===== src/rtl/soft_volume_ramp.sv =====
module soft_volume_ramp #(
  parameter int DW        = 24,
  parameter int CW        = 8,
  parameter int GW        = 16,
  parameter int FAST_STEP = 4,
  parameter int SLOW_STEP = 29
) (
  input  logic                 clk,
  input  logic                 rst_n,
  input  logic                 in_valid,
  input  logic signed [DW-1:0] in_left,
  input  logic signed [DW-1:0] in_right,
  input  logic [CW-1:0]        code_left,
  input  logic [CW-1:0]        code_right,
  input  logic                 link_ctl,
  input  logic                 soft_mute,
  input  logic                 rate_sel,
  input  logic                 power_en,
  input  logic                 mono_mix,
  output logic                 out_valid,
  output logic signed [DW-1:0] out_left,
  output logic signed [DW-1:0] out_right,
  output logic [CW-1:0]        level_left,
  output logic [CW-1:0]        level_right
);

  localparam int CNTW   = $clog2(SLOW_STEP + 1);
  localparam int PW     = DW + GW + 2;
  localparam int FSTEPS = 12;
  localparam logic [CW-1:0] FULL = '1;
  localparam logic signed [PW-1:0] SMAX = (PW'(1) <<< (DW - 1)) - PW'(1);
  localparam logic signed [PW-1:0] SMIN = -(PW'(1) <<< (DW - 1));

  function automatic logic [GW-1:0] frac_gain(input logic [3:0] f);
    case (f)
      4'd0:    return GW'(32768);
      4'd1:    return GW'(30935);
      4'd2:    return GW'(29205);
      4'd3:    return GW'(27571);
      4'd4:    return GW'(26029);
      4'd5:    return GW'(24573);
      4'd6:    return GW'(23198);
      4'd7:    return GW'(21900);
      4'd8:    return GW'(20675);
      4'd9:    return GW'(19519);
      4'd10:   return GW'(18427);
      default: return GW'(17396);
    endcase
  endfunction

  function automatic logic signed [DW-1:0] apply_gain(input logic signed [DW-1:0] s,
                                                      input logic [CW-1:0] lv);
    logic [CW-1:0] atten;
    int k, sh;
    logic signed [PW-1:0] prod, rnd;
    atten = FULL - lv;
    k     = int'(atten) / FSTEPS;
    sh    = GW - 1 + k;
    prod  = PW'(s) * $signed({2'b00, frac_gain(4'(int'(atten) % FSTEPS))});
    rnd   = (prod + (PW'(1) <<< (sh - 1))) >>> sh;
    if (lv == '0) return '0;
    if (rnd > SMAX) return SMAX[DW-1:0];
    if (rnd < SMIN) return SMIN[DW-1:0];
    return rnd[DW-1:0];
  endfunction

  logic [CW-1:0]        lvl [2];
  logic [CNTW-1:0]      cnt [2];
  logic [CW-1:0]        tgt [2];
  logic signed [DW-1:0] vol [2];
  logic [DW:0]          mix_sum;
  logic [CNTW-1:0]      step_lim;
  logic                 quiet;

  assign quiet    = soft_mute || !power_en;
  assign step_lim = rate_sel ? CNTW'(SLOW_STEP - 1) : CNTW'(FAST_STEP - 1);
  assign tgt[0]   = quiet ? '0 : code_left;
  assign tgt[1]   = quiet ? '0 : (link_ctl ? code_left : code_right);
  assign vol[0]   = apply_gain(in_left, lvl[0]);
  assign vol[1]   = apply_gain(in_right, lvl[1]);
  assign mix_sum  = {vol[0][DW-1], vol[0]} + {vol[1][DW-1], vol[1]};
  assign level_left  = lvl[0];
  assign level_right = lvl[1];

  always_ff @(posedge clk or negedge rst_n) begin
    if (!rst_n) begin
      out_valid <= 1'b0;
      out_left  <= '0;
      out_right <= '0;
      for (int c = 0; c < 2; c++) begin
        lvl[c] <= '0;
        cnt[c] <= '0;
      end
    end else begin
      out_valid <= in_valid;
      if (in_valid) begin
        out_left  <= mono_mix ? $signed(mix_sum[DW:1]) : vol[0];
        out_right <= mono_mix ? $signed(mix_sum[DW:1]) : vol[1];
        for (int c = 0; c < 2; c++) begin
          if (lvl[c] == tgt[c]) begin
            cnt[c] <= '0;
          end else if (cnt[c] >= step_lim) begin
            cnt[c] <= '0;
            lvl[c] <= (lvl[c] > tgt[c]) ? lvl[c] - 1'b1 : lvl[c] + 1'b1;
          end else begin
            cnt[c] <= cnt[c] + 1'b1;
          end
        end
      end
    end
  end

  assert_one_code_R3: assert property (@(posedge clk) disable iff (!rst_n)
    !$stable(level_left) |-> (level_left == $past(level_left) + 1'b1 ||
                              level_left == $past(level_left) - 1'b1));

  assert_idle_hold_R10: assert property (@(posedge clk) disable iff (!rst_n)
    !in_valid |=> ($stable(level_left) && $stable(level_right) &&
                   $stable(out_left) && !out_valid));

  assert_strobe_out_R4: assert property (@(posedge clk) disable iff (!rst_n)
    in_valid |=> out_valid);

  assert_mute_zero_R2: assert property (@(posedge clk) disable iff (!rst_n)
    (in_valid && !mono_mix && level_left == '0) |=> out_left == '0);

  assert_mono_equal_R9: assert property (@(posedge clk) disable iff (!rst_n)
    (in_valid && mono_mix) |=> out_left == out_right);

  assert_power_floor_R8: assert property (@(posedge clk) disable iff (!rst_n)
    (!power_en && level_right == '0) |=> level_right == '0);

endmodule


===== config.mk =====
export PLATFORM = sky130hd
export DESIGN_NAME = soft_volume_ramp
export DESIGN_NICKNAME = d
export VERILOG_FILES = /design/src/rtl/soft_volume_ramp.sv
export SDC_FILE = /design/constraint.sdc
export NUM_CORES = 2
export LEC_CHECK = 0
export BUFFER_PORTS_ARGS = -buffer_cell sky130_fd_sc_hd__buf_2
export CAP_MARGIN = 40
export CORE_MARGIN = 3
export CORE_UTILIZATION = 45
export DETAILED_ROUTE_END_ITERATION = 8
export GPL_ROUTABILITY_DRIVEN = 0
export PLACE_DENSITY_LB_ADDON = 0.05
export SLEW_MARGIN = 20
export SYNTH_ARGS = -nofsm -noshare
export SYNTH_HDL_FRONTEND = slang
export SYNTH_SLANG_ARGS = --single-unit

===== constraint.sdc =====
create_clock -name clk -period 19.5 [get_ports clk]
set_clock_uncertainty 0.1 [all_clocks]
set_input_delay 2.925 -clock clk [delete_from_list [all_inputs] [get_ports clk]]
set_output_delay 2.925 -clock clk [all_outputs]
set_load 0.05 [all_outputs]

### Word level (Yosys, flattened, before mapping)

Memories as Yosys holds them, arrays and structs flattened.
Cells that the tools add are included.

| word-level totals | value |
|---|---|
| register bits | 75 |
| ROM bits | 512 |
| input port bits | 72 |
| output and inout bits | 65 |
| word-level logic and storage cells | 88 |
| memories kept | 2 |

Memories:

| memory | depth | width | read ports | clocked after Yosys merged registers in | wr ports | line | RTL |
|---|---|---|---|---|---|---|---|
| (name not given) | 16 | 16 | 1 | 0 | 0 | 35 | `case (f)` |
| (name not given) | 16 | 16 | 1 | 0 | 0 | 35 |  |

| operators by class | value |
|---|---|
| add/sub/neg operators | 15 |
| multiply operators | 2 |
| divide/modulo/power cells | 4 |
| magnitude comparators | 8 |
| equal/unequal tests | 2 |
| shifts and indexed selects | 4 |
| muxes and demuxes | 36 |
| bitwise operators | 2 |
| reduce and logical (&&, ||, !) cells | 6 |

Operators by type and width:

| operator | number |
|---|---|
| 24-bit two-way mux | 14 |
| 41-bit by 42-bit adder with 42-bit output | 2 |
| 42-bit by 24-bit greater-than comparator with 1-bit output, second input constant | 2 |
| 42-bit by 24-bit < comparator with 1-bit output, second input constant | 2 |
| 2-bit by 32-bit <<< shifter with 42-bit output, first input constant | 2 |
| 42-bit by 32-bit >>> shifter with 42-bit output | 2 |
| 24-bit by 17-bit multiplier with 41-bit output | 2 |
| 5-bit by 32-bit adder with 32-bit output, first input constant | 2 |
| 9-bit by 5-bit divider with 32-bit output, second input constant | 2 |
| 9-bit by 5-bit remainder unit with 32-bit output, second input constant | 2 |
| 32-bit by 2-bit subtractor with 32-bit output, second input constant | 2 |
| 8-bit two-way mux | 5 |
| 24-bit by 24-bit adder with 25-bit output | 1 |
| 5-bit two-way mux | 5 |
| 8-bit by 1-bit adder with 8-bit output, second input constant | 2 |
| 8-bit == test | 2 |
| 8-bit greater-than comparator | 2 |
| 8-bit logical NOT | 2 |
| 8-bit by 1-bit subtractor with 8-bit output, second input constant | 2 |
| 8-bit subtractor, first input constant | 2 |
| 1-bit two-way mux | 12 |
| 5-bit by 1-bit adder with 5-bit output, second input constant | 2 |
| 5-bit >= comparator | 2 |
| 3-bit AND reduction | 2 |
| 3 further kinds | 4 |

### Logic depth before layout (Yosys ltp)

| depth | value |
|---|---|
| depth after elaboration | 17 |
| gate-level depth with buffers | 77 |

### Least setup slack after synthesis

OpenSTA, ideal clock, no wires.

| timing path | value |
|---|---|
| path type | register to register |
| start point | reg lvl, in the netlist level_left[6] |
| end point | reg out_right[21] |
| setup time | 0.137 ns |
| data arrival time | 16.241 ns |
| required time | 19.263 ns |
| slack | 3.022 ns |
| stages on the path, launching flop included | 74 |
| clock period less this slack | 16.478 ns |
| path through | dfrtp_1 -> buf_2 -> inv_1 -> ha_1 -> nand2b_1 -> or2_1 -> a221oi_4 -> o22ai_2 -> or2_1 -> buf_4 -> inv_1 -> buf_2 -> clkbuf_1 -> clkbuf_1 -> clkbuf_1 -> buf_1 -> ha_1 -> nand3_1 -> [... 38 more ...] -> o21ai_0 -> a21boi_0 -> o21ai_0 -> a21boi_0 -> o21ai_0 -> a21oi_1 -> o21ai_0 -> a21boi_0 -> o21ai_0 -> a211oi_1 -> o31ai_1 -> o21ai_0 -> a21oi_1 -> nor2b_1 -> o21ai_0 -> nor3b_1 -> a21oi_1 -> a21oi_1 |

| on the way | value |
|---|---|
| longest elaborated chain between the ends | 16 |
| elaborated cells on any way between the ends | 26 |

Ends and longest elaborated chain:

| what | line | RTL |
|---|---|---|
| start, declared | 67 | `logic [CW-1:0] lvl [2];` |
| start signal, assigned by index | 104 | `lvl[c] <= (lvl[c] > tgt[c]) ? lvl[c] - 1'b1 : lvl[c] + 1'b1;` |
| branches (longest 13 deep; another with 41-bit by 42-bit adder with 42-bit output) | - |  |
| 24-bit two-way mux (*) | 62 | `if (rnd > SMAX) return SMAX[DW-1:0];` |
| 24-bit by 24-bit adder with 25-bit output (*) | 81 | `assign mix_sum = {vol[0][DW-1], vol[0]} + {vol[1][DW-1], vol[1]};` |
| 24-bit two-way mux (*) | 98 | `out_right <= mono_mix ? $signed(mix_sum[DW:1]) : vol[1];` |
| end signal, assigned | 98 |  |
| end, declared | 22 | `output logic signed [DW-1:0] out_right,` |

Mark *: on every way between the ends. The select of a mux whose other input is x is not followed.
A chain may end at the register's enable or synchronous reset.

### Worst setup path in the final report

| timing path | value |
|---|---|
| start point | reg lvl, in the netlist level_right[7] |
| end point | reg out_right[21] |

| on the way | value |
|---|---|
| longest elaborated chain between the ends | 16 |
| elaborated cells on any way between the ends | 26 |

Ends and longest elaborated chain:

| what | line |
|---|---|
| branches (longest 13 deep; another with 41-bit by 42-bit adder with 42-bit output) | - |
| 24-bit two-way mux (*) | 62 |
| 24-bit by 24-bit adder with 25-bit output | 81 |
| 24-bit two-way mux (*) | 98 |

Marked as above.

==> flow_summary_export.csv <==
group,metric,value,unit
global_route,grt_pass1_vias,40200,
synth,synth_most_common_cell,"inv_1",
route,routed_wl,143,mm
cells_and_area,final_nets,6886,
synth,syn-num-nets,6935,
clocking,cts_htree_levels,3,
die,core_area,102000,um^2
setup_path,start_kind,"flip-flop",
route,drtPass1Iterations,6,
synth,yosys.area.top_type,"fa_1",
synth,yosys_warnings,0,
cells_and_area,synthToLayoutAreaGrowth,5.49,%
synth,synthTopCellsByCount,"1005 x inv_1, 871 x fa_1, 792 x nand2_1",
die,die_h,327,um
setup_path,crit_required,19.69,ns
timing,setup_viol,0,
synth,synth_top_area_share,37.6,%
synth,synth.area.top_cells,"fa_1 38%, inv_1 8.1%, ha_1 8.1%",
timing,report.final.slew_viol_count,0,
timing,rsz0062_at_grt,"false",
synth,ys_async_sr_fraction,100,%
flow_run,drv_cap,0,
clocking,cts.reportedPaths.clkPinSlew,0.07,ns
route,detail-route-antenna-nets,0,
synth,synthDistinctLibCells,124,
cells_and_area,final_util,47.9,%
timing,finalCritPeriodShare,90.8,%
setup_path,critPathKind,"flip-flop to flip-flop",
timing,hold_viol,0,
setup_path,max_stage_delay,0.67,ns
setup_path,cp_slowest_cell,"a211oi_2",
global_route,antenna_found_initial,1,
die,initial_core_util,45.4,%
synth,synth_ff_type,"dfrtp_1",
setup_path,cpMostUsedCell,"o21ai_0",
die,die_area,107000,um^2
synth,synth-seq-cells,75,
setup_path,arrival,17.90,ns
setup_path,endpoint_kind,"flip-flop",
timing,fmax,0.0565,GHz
route,via_count,39300,
clocking,cts_sinks,75,
global_route,overflow,0,
setup_path,crit_fanout,22,
timing,slew_headroom,41.4,%
clocking,postCtsSetupBuffers,0,
timing,period_minus_slack,17.71,ns
synth,avgSynthCellArea,8.14,um^2
synth,synth_edf_count,0,
timing,setup_tns,0,ns
hold_path,min_path_type,"flip-flop to flip-flop",
route,remaining_drc_errors,0,
route,routed_via_density,5.61,
placed_design,dp_hpwl,119,mm
global_route,grt_max_degree,77,
run_status,outcome,"completed",
global_route,grt.total_usage,27.3,%
placed_design,portBuffers,136,
cells_and_area,nFillCells,10300,
clocking,cts-root-buf,"clkbuf_16",
clocking,cts_buffers,9,
synth,syn_inst,5693,
global_route,grt_pass1_wl,232,mm
clocking,cts_resized,0,
die,die_width,327,um
die,fp-row-count,117,
die,io-pin-count,137,
timing,worst-slew-pin-transition,0.872,ns
route,first_iter_violations,3233,
clocking,clockBufferDepth,2,
synth,netlist_area,46400,um^2
clocking,cts_tree,"built",
clocking,clk_latency,0.36,ns
route,wl_per_cell,20.3,um
synth,ys_seq_area_share,4.05,%
cells_and_area,drive_gt1_share,6.83,%
clocking,hold_buffers,0,
[final cells by class]
type	instances	area (um^2)	area share, %
Antenna cell	3	7.51	0.0153
Clock buffer	10	239	0.489
Clock inverter	6	96.3	0.197
Inverter	1009	3790	7.75
Multi-Input combinational cell	4311	39600	81.1
Sequential cell	75	1880	3.84
Tap cell	1368	1710	3.50
Timing Repair Buffer	238	1540	3.16
[per-stage QoR]
stage / setup slack [ns] / hold slack, ns / std cells / instance area, um^2
final: 1.79 / 0.381 / 7020 / 48900
after detailed placement: 2.01 / 0.363 / 6994 / 48500
after CTS: 1.92 / 0.383 / 7010 / 48800
after global placement: 2.26 / 0.358 / 6980 / 48300
after global routing: 0.291 / 0.392 / 7017 / 48900
after floorplan: 3.02 / 0.404 / 5693 / 46400
[metal layers]
layer | up-vias | part of all wire, % | GRT usage, %
met2 | 1196 | 44 | 41.7
met1 | 19700 | 49 | 41.8
met5 | - | 0 | 0
met4 | 0 | 1.6 | 4.65
li1 | 18300 | - | -
met3 | 130 | 6.2 | 3.70
[final timing paths]
path                       cells past startpoint  slack [ns]        endpoint            from
setup reg to reg                              64        1.79   out_right[21]  level_right[7]
hold / removal                                 1        0.38    out_right[7]    out_right[7]
min in group asynchronous                      1        2.37          cnt[7]           rst_n
hold reg to reg                                1        0.38    out_right[7]    out_right[7]
setup / recovery                              64        1.79   out_right[21]  level_right[7]
max in group asynchronous                      2       16.33  level_right[6]           rst_n
[state kept, by name, summed over array words and instances (netlist names)]
register     count
out_left        24
cnt             10
level_right      8
out_valid        1
level_left       8
out_right       24
[critical path: cells and delay by family, from the launching register on]
kind                     cells  cell delay, ns
multiplexers                 2            0.95
flip-flops                   1            0.62
adder cells (fa/ha/maj)     10            4.01
AND/OR/NAND/NOR             18            4.95
AO/OA/AOI/OAI               28            6.28
buffers and inverters        6            0.72
[placed cells by master, fill, tap and decap left out, types with 82 or more instances in the layout]
| master | netlist | final |
|---|---|---|
| and2_1 | 259 | 260 |
| fa_1 | 871 | 871 |
| o21ai_0 | 197 | 192 |
| buf_4 | 7 | 88 |
| and3_1 | 82 | 82 |
| buf_2 | 16 | 138 |
| nand3_1 | 98 | 98 |
| nor2b_1 | 96 | 96 |
| a21oi_1 | 247 | 238 |
| inv_1 | 1005 | 1004 |
| nor2_1 | 319 | 318 |
| nand2_1 | 792 | 792 |
| ha_1 | 299 | 299 |
[cells by family after synthesis]
kind of cell | share of synthesized area (%)
AND/OR/NAND/NOR | 19.3
flip-flops | 4.05
multiplexers | 3.03
XOR/XNOR | 2.20
adder cells (fa/ha/maj) | 45.7
AO/OA/AOI/OAI | 15.0
buffers and inverters | 10.7
Power is not shown: default switching activity piles up to over one toggle a cycle in this logic, so the estimate is an artifact.
